--- src/rtl/bus_guard_pkg.sv ---
package bus_guard_pkg;

    localparam logic [7:0] GRP_OVER  = 8'd2;
    localparam logic [7:0] GRP_UNDER = 8'd22;
    localparam logic [7:0] GRP_IMBAL = 8'd33;

    typedef struct packed {
        logic [7:0] group;
        logic [7:0] sub;
    } fault_code_t;

    // set events produced by the comparator stage for one cycle
    typedef struct packed {
        logic ov_start;
        logic ov_run;
        logic ov_mod;
        logic uv;
        logic start_ok;
        logic imb_upd;
        logic imb;
        logic imb_start;
    } fault_evt_t;

    // held fault state
    typedef struct packed {
        logic ov_start;
        logic ov_run;
        logic ov_mod;
        logic uv;
        logic imb;
        logic imb_start;
    } fault_state_t;

    function automatic fault_code_t code_of(input fault_state_t s);
        fault_code_t c;
        if (s.ov_start)      c = '{GRP_OVER,  8'd2};
        else if (s.ov_run)   c = '{GRP_OVER,  8'd4};
        else if (s.ov_mod)   c = '{GRP_OVER,  8'd5};
        else if (s.uv)       c = '{GRP_UNDER, 8'd3};
        else if (s.imb)      c = '{GRP_IMBAL, s.imb_start ? 8'd2 : 8'd1};
        else                 c = '{8'd0, 8'd0};
        return c;
    endfunction

endpackage

--- src/rtl/bus_guard_cmp.sv ---
module bus_guard_cmp
    import bus_guard_pkg::*;
#(
    parameter int unsigned VW            = 10,
    parameter int unsigned OV_START_LIM  = 700,
    parameter int unsigned OV_RUN_LIM    = 750,
    parameter int unsigned OV_MOD_LIM    = 400,
    parameter int unsigned UV_MIN        = 390,
    parameter int unsigned IMB_LIM       = 60
) (
    input  logic          clk,
    input  logic          rst,
    input  logic          smp_vld,
    input  logic [VW-1:0] v_total,
    input  logic [VW-1:0] v_mod_a,
    input  logic [VW-1:0] v_mod_b,
    input  logic          phase_run,
    input  logic          start_done,
    output fault_evt_t    evt
);
    localparam logic [VW-1:0] L_OV_START = VW'(OV_START_LIM);
    localparam logic [VW-1:0] L_OV_RUN   = VW'(OV_RUN_LIM);
    localparam logic [VW-1:0] L_OV_MOD   = VW'(OV_MOD_LIM);
    localparam logic [VW-1:0] L_UV       = VW'(UV_MIN);
    localparam logic [VW-1:0] L_IMB      = VW'(IMB_LIM);

    logic [VW-1:0] last_total;
    logic [VW-1:0] cur_total;
    logic [VW-1:0] mod_diff;

    always_ff @(posedge clk) begin
        if (rst)          last_total <= '0;
        else if (smp_vld) last_total <= v_total;
    end

    assign cur_total = smp_vld ? v_total : last_total;
    assign mod_diff  = (v_mod_a >= v_mod_b) ? (v_mod_a - v_mod_b) : (v_mod_b - v_mod_a);

    always_comb begin
        evt           = '0;
        evt.ov_start  = smp_vld && !phase_run && (v_total > L_OV_START);
        evt.ov_run    = smp_vld &&  phase_run && (v_total > L_OV_RUN);
        evt.ov_mod    = smp_vld && ((v_mod_a > L_OV_MOD) || (v_mod_b > L_OV_MOD));
        evt.uv        = start_done && (cur_total < L_UV);
        evt.start_ok  = start_done && (cur_total >= L_UV);
        evt.imb_upd   = smp_vld;
        evt.imb       = mod_diff > L_IMB;
        evt.imb_start = !phase_run;
    end

endmodule

--- src/rtl/bus_guard_state.sv ---
module bus_guard_state
    import bus_guard_pkg::*;
(
    input  logic         clk,
    input  logic         rst,
    input  logic         flt_clr,
    input  fault_evt_t   evt,
    output fault_state_t st,
    output logic         relay_on
);
    fault_state_t st_n;
    logic         ov_any_n;
    logic         relay_n;

    always_comb begin
        st_n          = st;
        st_n.ov_start = evt.ov_start | (st.ov_start & ~flt_clr);
        st_n.ov_run   = evt.ov_run   | (st.ov_run   & ~flt_clr);
        st_n.ov_mod   = evt.ov_mod   | (st.ov_mod   & ~flt_clr);
        st_n.uv       = evt.uv       | (st.uv       & ~flt_clr);
        if (evt.imb_upd) begin
            st_n.imb       = evt.imb;
            st_n.imb_start = evt.imb & evt.imb_start;
        end
        ov_any_n = st_n.ov_start | st_n.ov_run | st_n.ov_mod;
        relay_n  = ~ov_any_n & (relay_on | evt.start_ok);
    end

    always_ff @(posedge clk) begin
        if (rst) begin
            st       <= '0;
            relay_on <= 1'b0;
        end else begin
            st       <= st_n;
            relay_on <= relay_n;
        end
    end

endmodule

--- src/rtl/bus_guard_enc.sv ---
module bus_guard_enc
    import bus_guard_pkg::*;
(
    input  fault_state_t st,
    output fault_code_t  code,
    output logic         any
);
    assign code = code_of(st);
    assign any  = |{st.ov_start, st.ov_run, st.ov_mod, st.uv, st.imb};
endmodule

--- src/rtl/bus_guard.sv ---
module bus_guard
    import bus_guard_pkg::*;
#(
    parameter int unsigned VW            = 10,
    parameter int unsigned OV_START_LIM  = 700,
    parameter int unsigned OV_RUN_LIM    = 750,
    parameter int unsigned OV_MOD_LIM    = 400,
    parameter int unsigned UV_MIN        = 390,
    parameter int unsigned IMB_LIM       = 60
) (
    input  logic          clk,
    input  logic          rst,
    input  logic          smp_vld,
    input  logic [VW-1:0] v_total,
    input  logic [VW-1:0] v_mod_a,
    input  logic [VW-1:0] v_mod_b,
    input  logic          phase_run,
    input  logic          start_done,
    input  logic          flt_clr,
    output logic [15:0]   fault_code,
    output logic          stop_req,
    output logic          relay_closed
);
    fault_evt_t   evt;
    fault_state_t st;
    fault_code_t  code;
    logic         any;
    logic         relay_on;

    bus_guard_cmp #(
        .VW(VW), .OV_START_LIM(OV_START_LIM), .OV_RUN_LIM(OV_RUN_LIM),
        .OV_MOD_LIM(OV_MOD_LIM), .UV_MIN(UV_MIN), .IMB_LIM(IMB_LIM)
    ) u_cmp (
        .clk(clk), .rst(rst), .smp_vld(smp_vld), .v_total(v_total),
        .v_mod_a(v_mod_a), .v_mod_b(v_mod_b), .phase_run(phase_run),
        .start_done(start_done), .evt(evt)
    );

    bus_guard_state u_state (
        .clk(clk), .rst(rst), .flt_clr(flt_clr), .evt(evt),
        .st(st), .relay_on(relay_on)
    );

    bus_guard_enc u_enc (
        .st(st), .code(code), .any(any)
    );

    assign fault_code   = code;
    assign stop_req     = any;
    assign relay_closed = relay_on;

endmodule

--- config.mk ---
export PLATFORM = sky130hd
export DESIGN_NAME = bus_guard
export DESIGN_NICKNAME = d
export VERILOG_FILES = /design/src/rtl/bus_guard_pkg.sv /design/src/rtl/bus_guard_cmp.sv /design/src/rtl/bus_guard_state.sv /design/src/rtl/bus_guard_enc.sv /design/src/rtl/bus_guard.sv
export SDC_FILE = /design/constraint.sdc
export NUM_CORES = 1
export LEC_CHECK = 0
export BUFFER_PORTS_ARGS = -buffer_cell sky130_fd_sc_hd__buf_2
export CELL_PAD_IN_SITES_DETAIL_PLACEMENT = 0
export CELL_PAD_IN_SITES_GLOBAL_PLACEMENT = 2
export CORE_MARGIN = 4
export CORE_UTILIZATION = 27
export CTS_CLUSTER_DIAMETER = 30
export CTS_CLUSTER_SIZE = 24
export DETAILED_ROUTE_END_ITERATION = 8
export PLACE_DENSITY_LB_ADDON = 0.2
export SETUP_SLACK_MARGIN = 0.3
export SYNTH_ARGS = -nofsm -noshare
export SYNTH_HDL_FRONTEND = slang
export SYNTH_HIERARCHICAL = 1
export SYNTH_SLANG_ARGS = --single-unit
export TNS_END_PERCENT = 50
--- constraint.sdc ---
create_clock -name clk -period 3 [get_ports clk]
set_clock_uncertainty 0.2 [all_clocks]
set_input_delay 0.15 -clock clk [delete_from_list [all_inputs] [get_ports clk]]
set_output_delay 0.15 -clock clk [all_outputs]
set_load 0.03 [all_outputs]
* Word-level counts from Yosys, hierarchy flattened
Index checks and enable logic that the tools add are counted.
Word-level totals: register bits after elaboration 17, bits in latches 0, bits in writable memories 0, memory bits (read-only) 0, input port bits 36, output and inout bits 18, word-level logic and storage cells 51, memories kept 0
Operators by class: add/sub/neg operators 2, multiply operators 0, div/mod/pow operators 0, magnitude comparators 8, equal/unequal tests 0, shift-type cells 0, multiplexer cells 8, bitwise operators 15, reduce and logical (&&, ||, !) cells 10
Operators by type and width (count):
- $mux W16 | 4
- $gt A10 B10 Y1 const B | 2
- $gt A10 B9 Y1 const B | 2
- $mux W10 | 2
- $sub A10 B10 Y10 | 2
- $mux W14 | 1
- $ge A10 B10 Y1 | 1
- $ge A10 B9 Y1 const B | 1
- $gt A10 B6 Y1 const B | 1
- $lt A10 B9 Y1 const B | 1
- $logic_and A1 B1 Y1 | 7
- $or A1 B1 Y1 | 7
- $and A1 B1 Y1 | 6
- $reduce_or A5 Y1 | 1
- $mux W2 | 1
- $not A1 Y1 | 2
- $logic_not A1 Y1 | 1
- $logic_or A1 B1 Y1 | 1

* Depth between registers and ports, before layout
Gate-level depths: netlist of the first run.
depth after elaboration 8, gate-level depth with buffers 14, gate-level depth less buffers 13

* Cells and area by module
The synthesis of the first run kept the hierarchy.
Modules (own cells, without submodules):
- bus_guard_cmp | instances 1, cells an instance 202, area each 1506.4 um^2, seq. area each 180.2 um^2
- bus_guard_state | instances 1, cells an instance 27, area each 259.0 um^2, seq. area each 140.1 um^2
- bus_guard_enc | instances 1, cells an instance 23, area each 157.7 um^2, seq. area each 0.0 um^2

* Worst setup path after synthesis of the first run
OpenSTA, ideal clock, no wires.
kind input to register, start point in v_mod_a[0], end point reg, netlist name u_state/st[1], setup time 0.114 ns, arrival time 2.259 ns, required time 2.686 ns, path slack 0.427 ns, cell stages on the path 14, path buffers 1, cells stage by stage inv_1 > ha_1 > fa_1 > inv_1 > a21o_1 > a21oi_1 > o21a_1 > buf_4 > a31oi_1 > or2b_1 > a31oi_1 > nand4_1 > mux2i_1 > nor2_1
RTL lines:
- start, declared | line bus_guard.sv:15 | input logic [VW-1:0] v_mod_a,

==> results by group, run 1 <==
Critical path
  – CP max FO: 10
  – CP Launch Type: input pin
  – Critical Path RT: 2930 ps
  – Crit end category: flip-flop
  – CP bufs+invs: 3
  – Crit-path slowest cell: ha_1
  – Setup CP Type: in2reg
  – Path depth of the worst reg2reg path: 7
  – Arrival time worst endpoint: approximately 2400 ps
  – Crit. path cell count: 14
  – CP delay by family, top: compound AO/OA/AOI/OAI gates
  – Slowest stage delay, CP: 330 ps
  – CP Cell Sequence: buf_2 -> inv_1 -> ha_1 -> buf_4 -> a21o_1 -> a21oi_1 -> o21ai_1 -> xor2_1 -> a31oi_2 -> or2b_1 -> a31oi_1 -> nand4_1 -> mux2i_1 -> nor2_1

Timing
  – Fin. max-slew vios: 0
  – Fmax: between 400 and 500 MHz
  – Tmin final: 2500 ps
  – RSZ-0062 raised after global routing: true
  – Final hold vios: 0
  – Least-Margin Pin Slew: a little over 500 ps
  – WHS: between 6 and 7 ps
  – Crit share post-route: 0.833
  – TNS Setup: 0 ps
  – Slew margin rel.: 0.658
  – Final setup viols: 0

Synthesis
  – Primary FF master, synth: dfxtp_1
  – Post-synth top cells: inv_1 (31), ha_1 (19), a21oi_1 (17), dfxtp_1 (16)
  – Synth Warn #: 6
  – Syn Inst Count: between 200 and 300
  – Most common cell in the netlist: inv_1
  – Synthesized area per cell: between 7 and 8 um2
  – Seq/Total Area, Yosys: 0.167
  – Top cells by area, synth: dfxtp_1 (17%), ha_1 (12%), inv_1 (6.1%)
  – Post-synth top area share: 0.167
  – Number of flops mapped to enable cells by yosys: 0
  – Mapped cell area: 1920 um2
  – FF+latch count, synth: 16
  – Synth unique cells: 56
  – Fraction of registers with async set or reset after synthesis: 0
  – Yosys top cell by area: dfxtp_1

Cells and area
  – Final non-filler cell total: 399
  – ANT cells: 0
  – Fillers: 756
  – Area Growth Syn to Fin: 23.0%
  – # nets final: 361
  – Share of cells above drive strength 1: 0.257
  – Cell area after layout: 2370 um2

GRT
  – Initial antenna violation count: 0
  – Largest net degree at the start of global routing: 20
  – First-pass GRT wire length: 8.34 mm
  – GRT overflow: 0
  – GRT Overall Usage: 0.117
  – Number of global-route vias before repair: between 1500 and 2000

Clock network
  – TritonCTS clock tree: yes
  – Root Buffer: clkbuf_8
  – H-tree depth: 1
  – Total CTS buffers: 3
  – Worst skew pair latency: around 240 ps
  – CTS Sinks: 16
  – Clock buffer depth: 2
  – Reg clk slew, reported paths: 60 ps

Detailed routing
  – Routed wire length: about 5 mm
  – Antenna-violating nets left: 0
  – Per-cell routed wire length: ~12 um
  – Via count: about 1900
  – Initial DRT Pass Iterations: 4
  – DRC: 0
  – Drt via density: approximately 4.7
  – DRT iter0 DRCs: 42

Die
  – Die span in y: roughly 92 um
  – Die footprint: 8540 um2
  – I/O pins: 54
  – Core Area: roughly 7000 um2
  – Die width: between 90 and 100 um
  – Rows: 30
  – Starting Density: 0.280

Power
  – P_leak: about 1.2 nW
  – Seq pwr share: 0.293
  – P_int: between 500 and 600 uW
  – Power Dens Cells: about 340 nW/um2
  – PnR Total Power: ~800 uW
  – P_sw: 298 uW
  – Logic pwr share: 0.475
  – Peak VDD IR: around 0.00029 V
  – Clock network power share: 0.233
  – Net Sw Frac: 0.371

Place
  – PortBufs: 45
  – Routability congestion estimate: slightly above 0.8
  – DPL Wire Length: 4.27 mm
  – DP Area: between 2000 and 2500 um2
  – Placed cells: about 390

Worst hold path
  – Worst hold stages: 3
  – Hold WC Path Type: in2reg

Run
  – Max-cap violations: 0

Run status
  – Status: complete, no violations
-- timing repair --
item	CTS	global route
resized for setup	1	6
endpoints found under the setup margin	2	2
hold endpoints to repair	5	0
hold buffers	5	0
pin swaps	0	1
buffers inserted	0	2
-- flip-flops by register name, indices dropped and copies added (netlist names) --
register / cells
u_state/st: 6
u_state/relay_on: 1
u_cmp/last_total: 9
-- stage by stage --
stage | setup slack [ps] | utilization
final | 500 | 0.344
after global routing | 297 | 0.344
after CTS | 353 | 0.338
after detailed placement | -9.17 | 0.323
after global placement | 102 | 0.323
after floorplan | 427 | -
-- final cells by class --
| class | instances | area, um2 | area share |
|---|---|---|---|
| clock buffer | 4 | 55.1 | 0.0233 |
| multi-input combinational | 191 | 1400 | 0.590 |
| inverter | 31 | 116 | 0.0492 |
| timing repair buffer | 61 | 358 | 0.151 |
| sequential | 16 | 320 | 0.135 |
| tap | 96 | 120 | 0.0508 |
-- cells in the final DEF (no fill, tap or decap), types with 3 or more instances in the layout --
cell,synthesis,routed
buf_2,4,45
inv_1,31,31
ha_1,19,18
a21oi_1,17,16
dfxtp_1,16,16
nor2_1,14,14
nand2_1,13,13
buf_4,14,11
o21ai_0,9,9
nand2b_1,9,9
mux2i_1,9,9
nand3_1,8,8
conb_1,1,8
nor3_1,7,7
nand4_1,6,6
a21o_1,6,6
dlygate4sd3_1,0,5
xor2_1,5,5
clkbuf_8,0,4
and3_1,4,4
a311o_1,3,3
o21ai_1,3,3
a31oi_1,4,3
-- worst paths after layout --
check / startpoint / to / slack, ps
max: v_mod_a[3] / u_state/st[1] / 500
min: v_total[8] / u_cmp/last_total[8] / 7
max reg2reg: u_cmp/last_total[5] / u_state/relay_on / 1040
min reg2reg: u_cmp/last_total[9] / u_cmp/last_total[9] / 280
-- worst reg2reg max path, cell delays in order (launching register included) --
cell	delay, ps
dfxtp_1	310
or4_1	510
o22ai_1	140
o211ai_1	120
nand2_1	70
and3_1	170
nor2b_1	50
o221a_2	280
-- cells by family (layout without fill, tap and decap cells) --
logic type,after synthesis,after routing,synth area share
flip-flops,16,16,0.167
AO/OA/AOI/OAI,65,65,0.232
buffers and inverters,52,96,0.135
XOR/XNOR,6,6,0.0273
AND/OR/NAND/NOR,80,80,0.234
multiplexers,11,11,0.0586
adder cells (fa/ha/maj),21,21,0.144
other,1,8,0.00195
-- power groups by stage --
stage	clock, mW	combinational (mW)	sequential (mW)
after floorplan	0	0.272	0.238
after global placement	0	0.374	0.240
after detailed placement	0	0.367	0.240
after CTS	0.194	0.374	0.235
after global routing	0.202	0.428	0.237
final	0.187	0.382	0.236
-- per-layer routing --
metal | track usage | vias up | share of wire | routed length (um)
li1 | - | 974 | - | -
met1 | 0.150 | 853 | 0.44 | 2210
met2 | 0.208 | 36 | 0.50 | 2500
met3 | 0.0154 | 2 | 0.049 | 241
met4 | 0.0223 | 0 | 0.0020 | 10
met5 | 0 | - | 0 | 0
(Power assumes the default switching activity.)
==> run 2: changes to the inputs <==
==> constraint.sdc (replaced) <==
create_clock -name clk -period 2.4 [get_ports clk]
set_clock_uncertainty 0.2 [all_clocks]
set_input_delay 0.12 -clock clk [delete_from_list [all_inputs] [get_ports clk]]
set_output_delay 0.12 -clock clk [all_outputs]
set_load 0.03 [all_outputs]
==> results by group, run 2 (synthesized netlist as in run 1, its figures left out) <==
Critical path
  – Setup CP Type: in2reg
  – Critical Path RT: 2320 ps (-610 ps)
  – CP delay by family, top: compound AO/OA/AOI/OAI gates
  – Crit end category: flip-flop
  – Crit-path slowest cell: fa_2
  – Reg2Reg Setup Slack: 440 ps (-600 ps)
  – Arrival time worst endpoint: 2290 ps (-140 ps)
  – CP max FO: 5 (-5)
  – CP bufs+invs: 3 (unchanged)
  – CP Cell Sequence: buf_6 -> ha_4 -> fa_2 -> inv_2 -> a21o_1 -> a21oi_2 -> o21a_2 -> buf_6 -> and3_4 -> a211oi_2 -> xor2_1 -> nand4_1 -> mux2i_1 -> nor2_1
  – CP Launch Type: input pin
  – Slowest stage delay, CP: 360 ps (+30 ps)
  – CP most frequent cell: buf_6

Clock network
  – TritonCTS clock tree: yes
  – CTS Sinks: 16 (unchanged)
  – Root Buffer: clkbuf_8
  – Total CTS buffers: 3 (unchanged)
  – Worst skew pair latency: 240 ps (about the same)
  – Reg clk slew, reported paths: 60 ps (about the same)
  – Clock buffer depth: 2 (unchanged)
  – H-tree depth: 1 (unchanged)

Place
  – DP Worst Slack: -395 ps (-386 ps)
  – Placed cells: 435 (+12%)
  – PortBufs: 45 (unchanged)
  – Routability congestion estimate: 0.770 (-6.8%)
  – DPL Wire Length: 4.52 mm (+6.0%)

Power
  – Peak VDD IR: 0.000219 V (-24%)
  – P_sw: 400 uW (+34%)
  – P_int: 699 uW (+38%)
  – Clock network power share: 0.177 (-0.056)
  – Net Sw Frac: 0.364 (-0.00693)
  – PnR Total Power: 1.10 mW (+37%)
  – Seq pwr share: 0.268 (-0.025)
  – Power Dens Cells: 376 nW/um2 (+11%)
  – Logic pwr share: 0.555 (+0.080)
  – P_leak: 1.44 nW (+24%)

Detailed routing
  – Per-cell routed wire length: 11.9 um (-4.1%)
  – Routed wl met3: 172 um (-29%)
  – Initial DRT Pass Iterations: 4 (unchanged)
  – Via count: 2033 (+9.0%)
  – DRC: 0 (unchanged)
  – Routed wire length: 5.42 mm (+9.4%)
  – Top routing layer used: met4
  – Drt via density: 4.47 (-4.4%)
  – DRT iter0 DRCs: 49 (+17%)
  – Detailed-routing wirelength on met1: 2.55 mm (+15%)
  – Met2 WL: 2.65 mm (+6.2%)
  – Antenna-violating nets left: 0 (unchanged)

Timing
  – Setup slack after layout: 31.7 ps (-469 ps)
  – RSZ-0062 raised after global routing: true
  – Final hold vios: 0 (unchanged)
  – Final setup viols: 0 (unchanged)
  – Fin. max-slew vios: 0 (unchanged)
  – Crit share post-route: 0.987
  – Tmin final: about 2400 ps
  – Fmax: 422 MHz
  – WHS: 1.42 ps (-5.20 ps)

Cells and area
  – Biggest regs: u_cmp/last_total (9), u_state/st (6), u_state/relay_on (1)
  – Area Growth Syn to Fin: 51.9%
  – Fin util: 0.425 (+0.0807)
  – Commonest cells after routing, fill and taps aside: buf_4 (60), buf_2 (43), inv_1 (28)
  – # nets final: 418 (+16%)
  – ANT cells: 0 (unchanged)
  – Max reg flops: 9 (unchanged)
  – Leading cell type in the layout, fill and taps excluded: buf_4
  – Largest Register: u_cmp/last_total
  – Share of cells above drive strength 1: 0.401 (+0.144)
  – Final non-filler cell total: 455 (+14%)

Run status
  – Status: complete, no violations

GRT
  – First-pass GRT wire length: 9.05 mm (+8.5%)
  – Number of global-route vias before repair: 2075 (+14%)
  – Largest net degree at the start of global routing: 17 (-15%)
  – GRT Overall Usage: 0.127 (+0.0102)
  – Initial antenna violation count: 0 (unchanged)
  – GRT overflow: 0 (unchanged)

Die
  – Core Area: 6870 um2 (unchanged)
  – I/O pins: 54 (unchanged)
  – Die span in y: 92.4 um (unchanged)
  – Starting Density: 0.280 (unchanged)
  – Rows: 30 (unchanged)
  – Die footprint: 8540 um2 (unchanged)
  – Die width: 92.4 um (unchanged)

Run
  – Max-cap violations: 0 (unchanged)

Worst hold path
  – Hold WC Path Type: in2reg
## run 2: routing by layer
| layer | GRT usage | vias up |
|---|---|---|
| met5 | 0 | - |
| met4 | 0.0297 | 0 |
| met3 | 0.0154 | 6 |
| met2 | 0.228 | 36 |
| met1 | 0.161 | 905 |
| li1 | - | 1086 |
## run 2: per-stage QoR
| stage | area (um2) | TNS [ps] |
|---|---|---|
| 5_1_grt | 2920 | -169 |
| 4_1_cts | 2840 | 0 |
| 2_1_floorplan | 1980 | 0 |
| 6_report | 2920 | 0 |
| 3_5_place_dp | 2590 | -733 |
| 3_3_place_gp | 2590 | -639 |
## run 2: final timing paths
kind | from | to | depth (start not counted)
max reg2reg | u_cmp/last_total[5] | u_state/relay_on | 7
min | smp_vld | u_cmp/last_total[6] | 3
min reg2reg | u_cmp/last_total[6] | u_cmp/last_total[6] | 2
max | v_mod_b[0] | u_state/st[1] | 14
## run 2: what timing repair did
action,CTS,global route
endpoints found under the hold margin,14,0
gates resized for setup,16,15
setup buffers,5,1
hold buffers,11,0
setup endpoints to repair,2,2
pin swaps,17,16
## run 2: cell type report
| type | count | area [um2] |
|---|---|---|
| Timing Repair Buffer | 118 | 825 |
| Inverter | 31 | 119 |
| Sequential cell | 16 | 320 |
| Multi-Input combinational cell | 191 | 1500 |
| Fill cell | 708 | 3950 |
| Clock buffer | 3 | 41.3 |
| Tap cell | 96 | 120 |
## run 2: tightest hold or removal path, delay by kind of cell
family / cells / cell delay, ps
buffers and inverters: 1 / 140
multiplexers: 1 / 80
AND/OR/NAND/NOR: 1 / 70
## run 2: power by group through the flow
stage | combinational (mW) | sequential, mW | clock, mW
finish | 0.610 | 0.294 | 0.195
global route | 0.671 | 0.297 | 0.216
CTS | 0.587 | 0.294 | 0.204
detailed placement | 0.541 | 0.300 | 0
global placement | 0.547 | 0.301 | 0
floorplan | 0.348 | 0.298 | 0
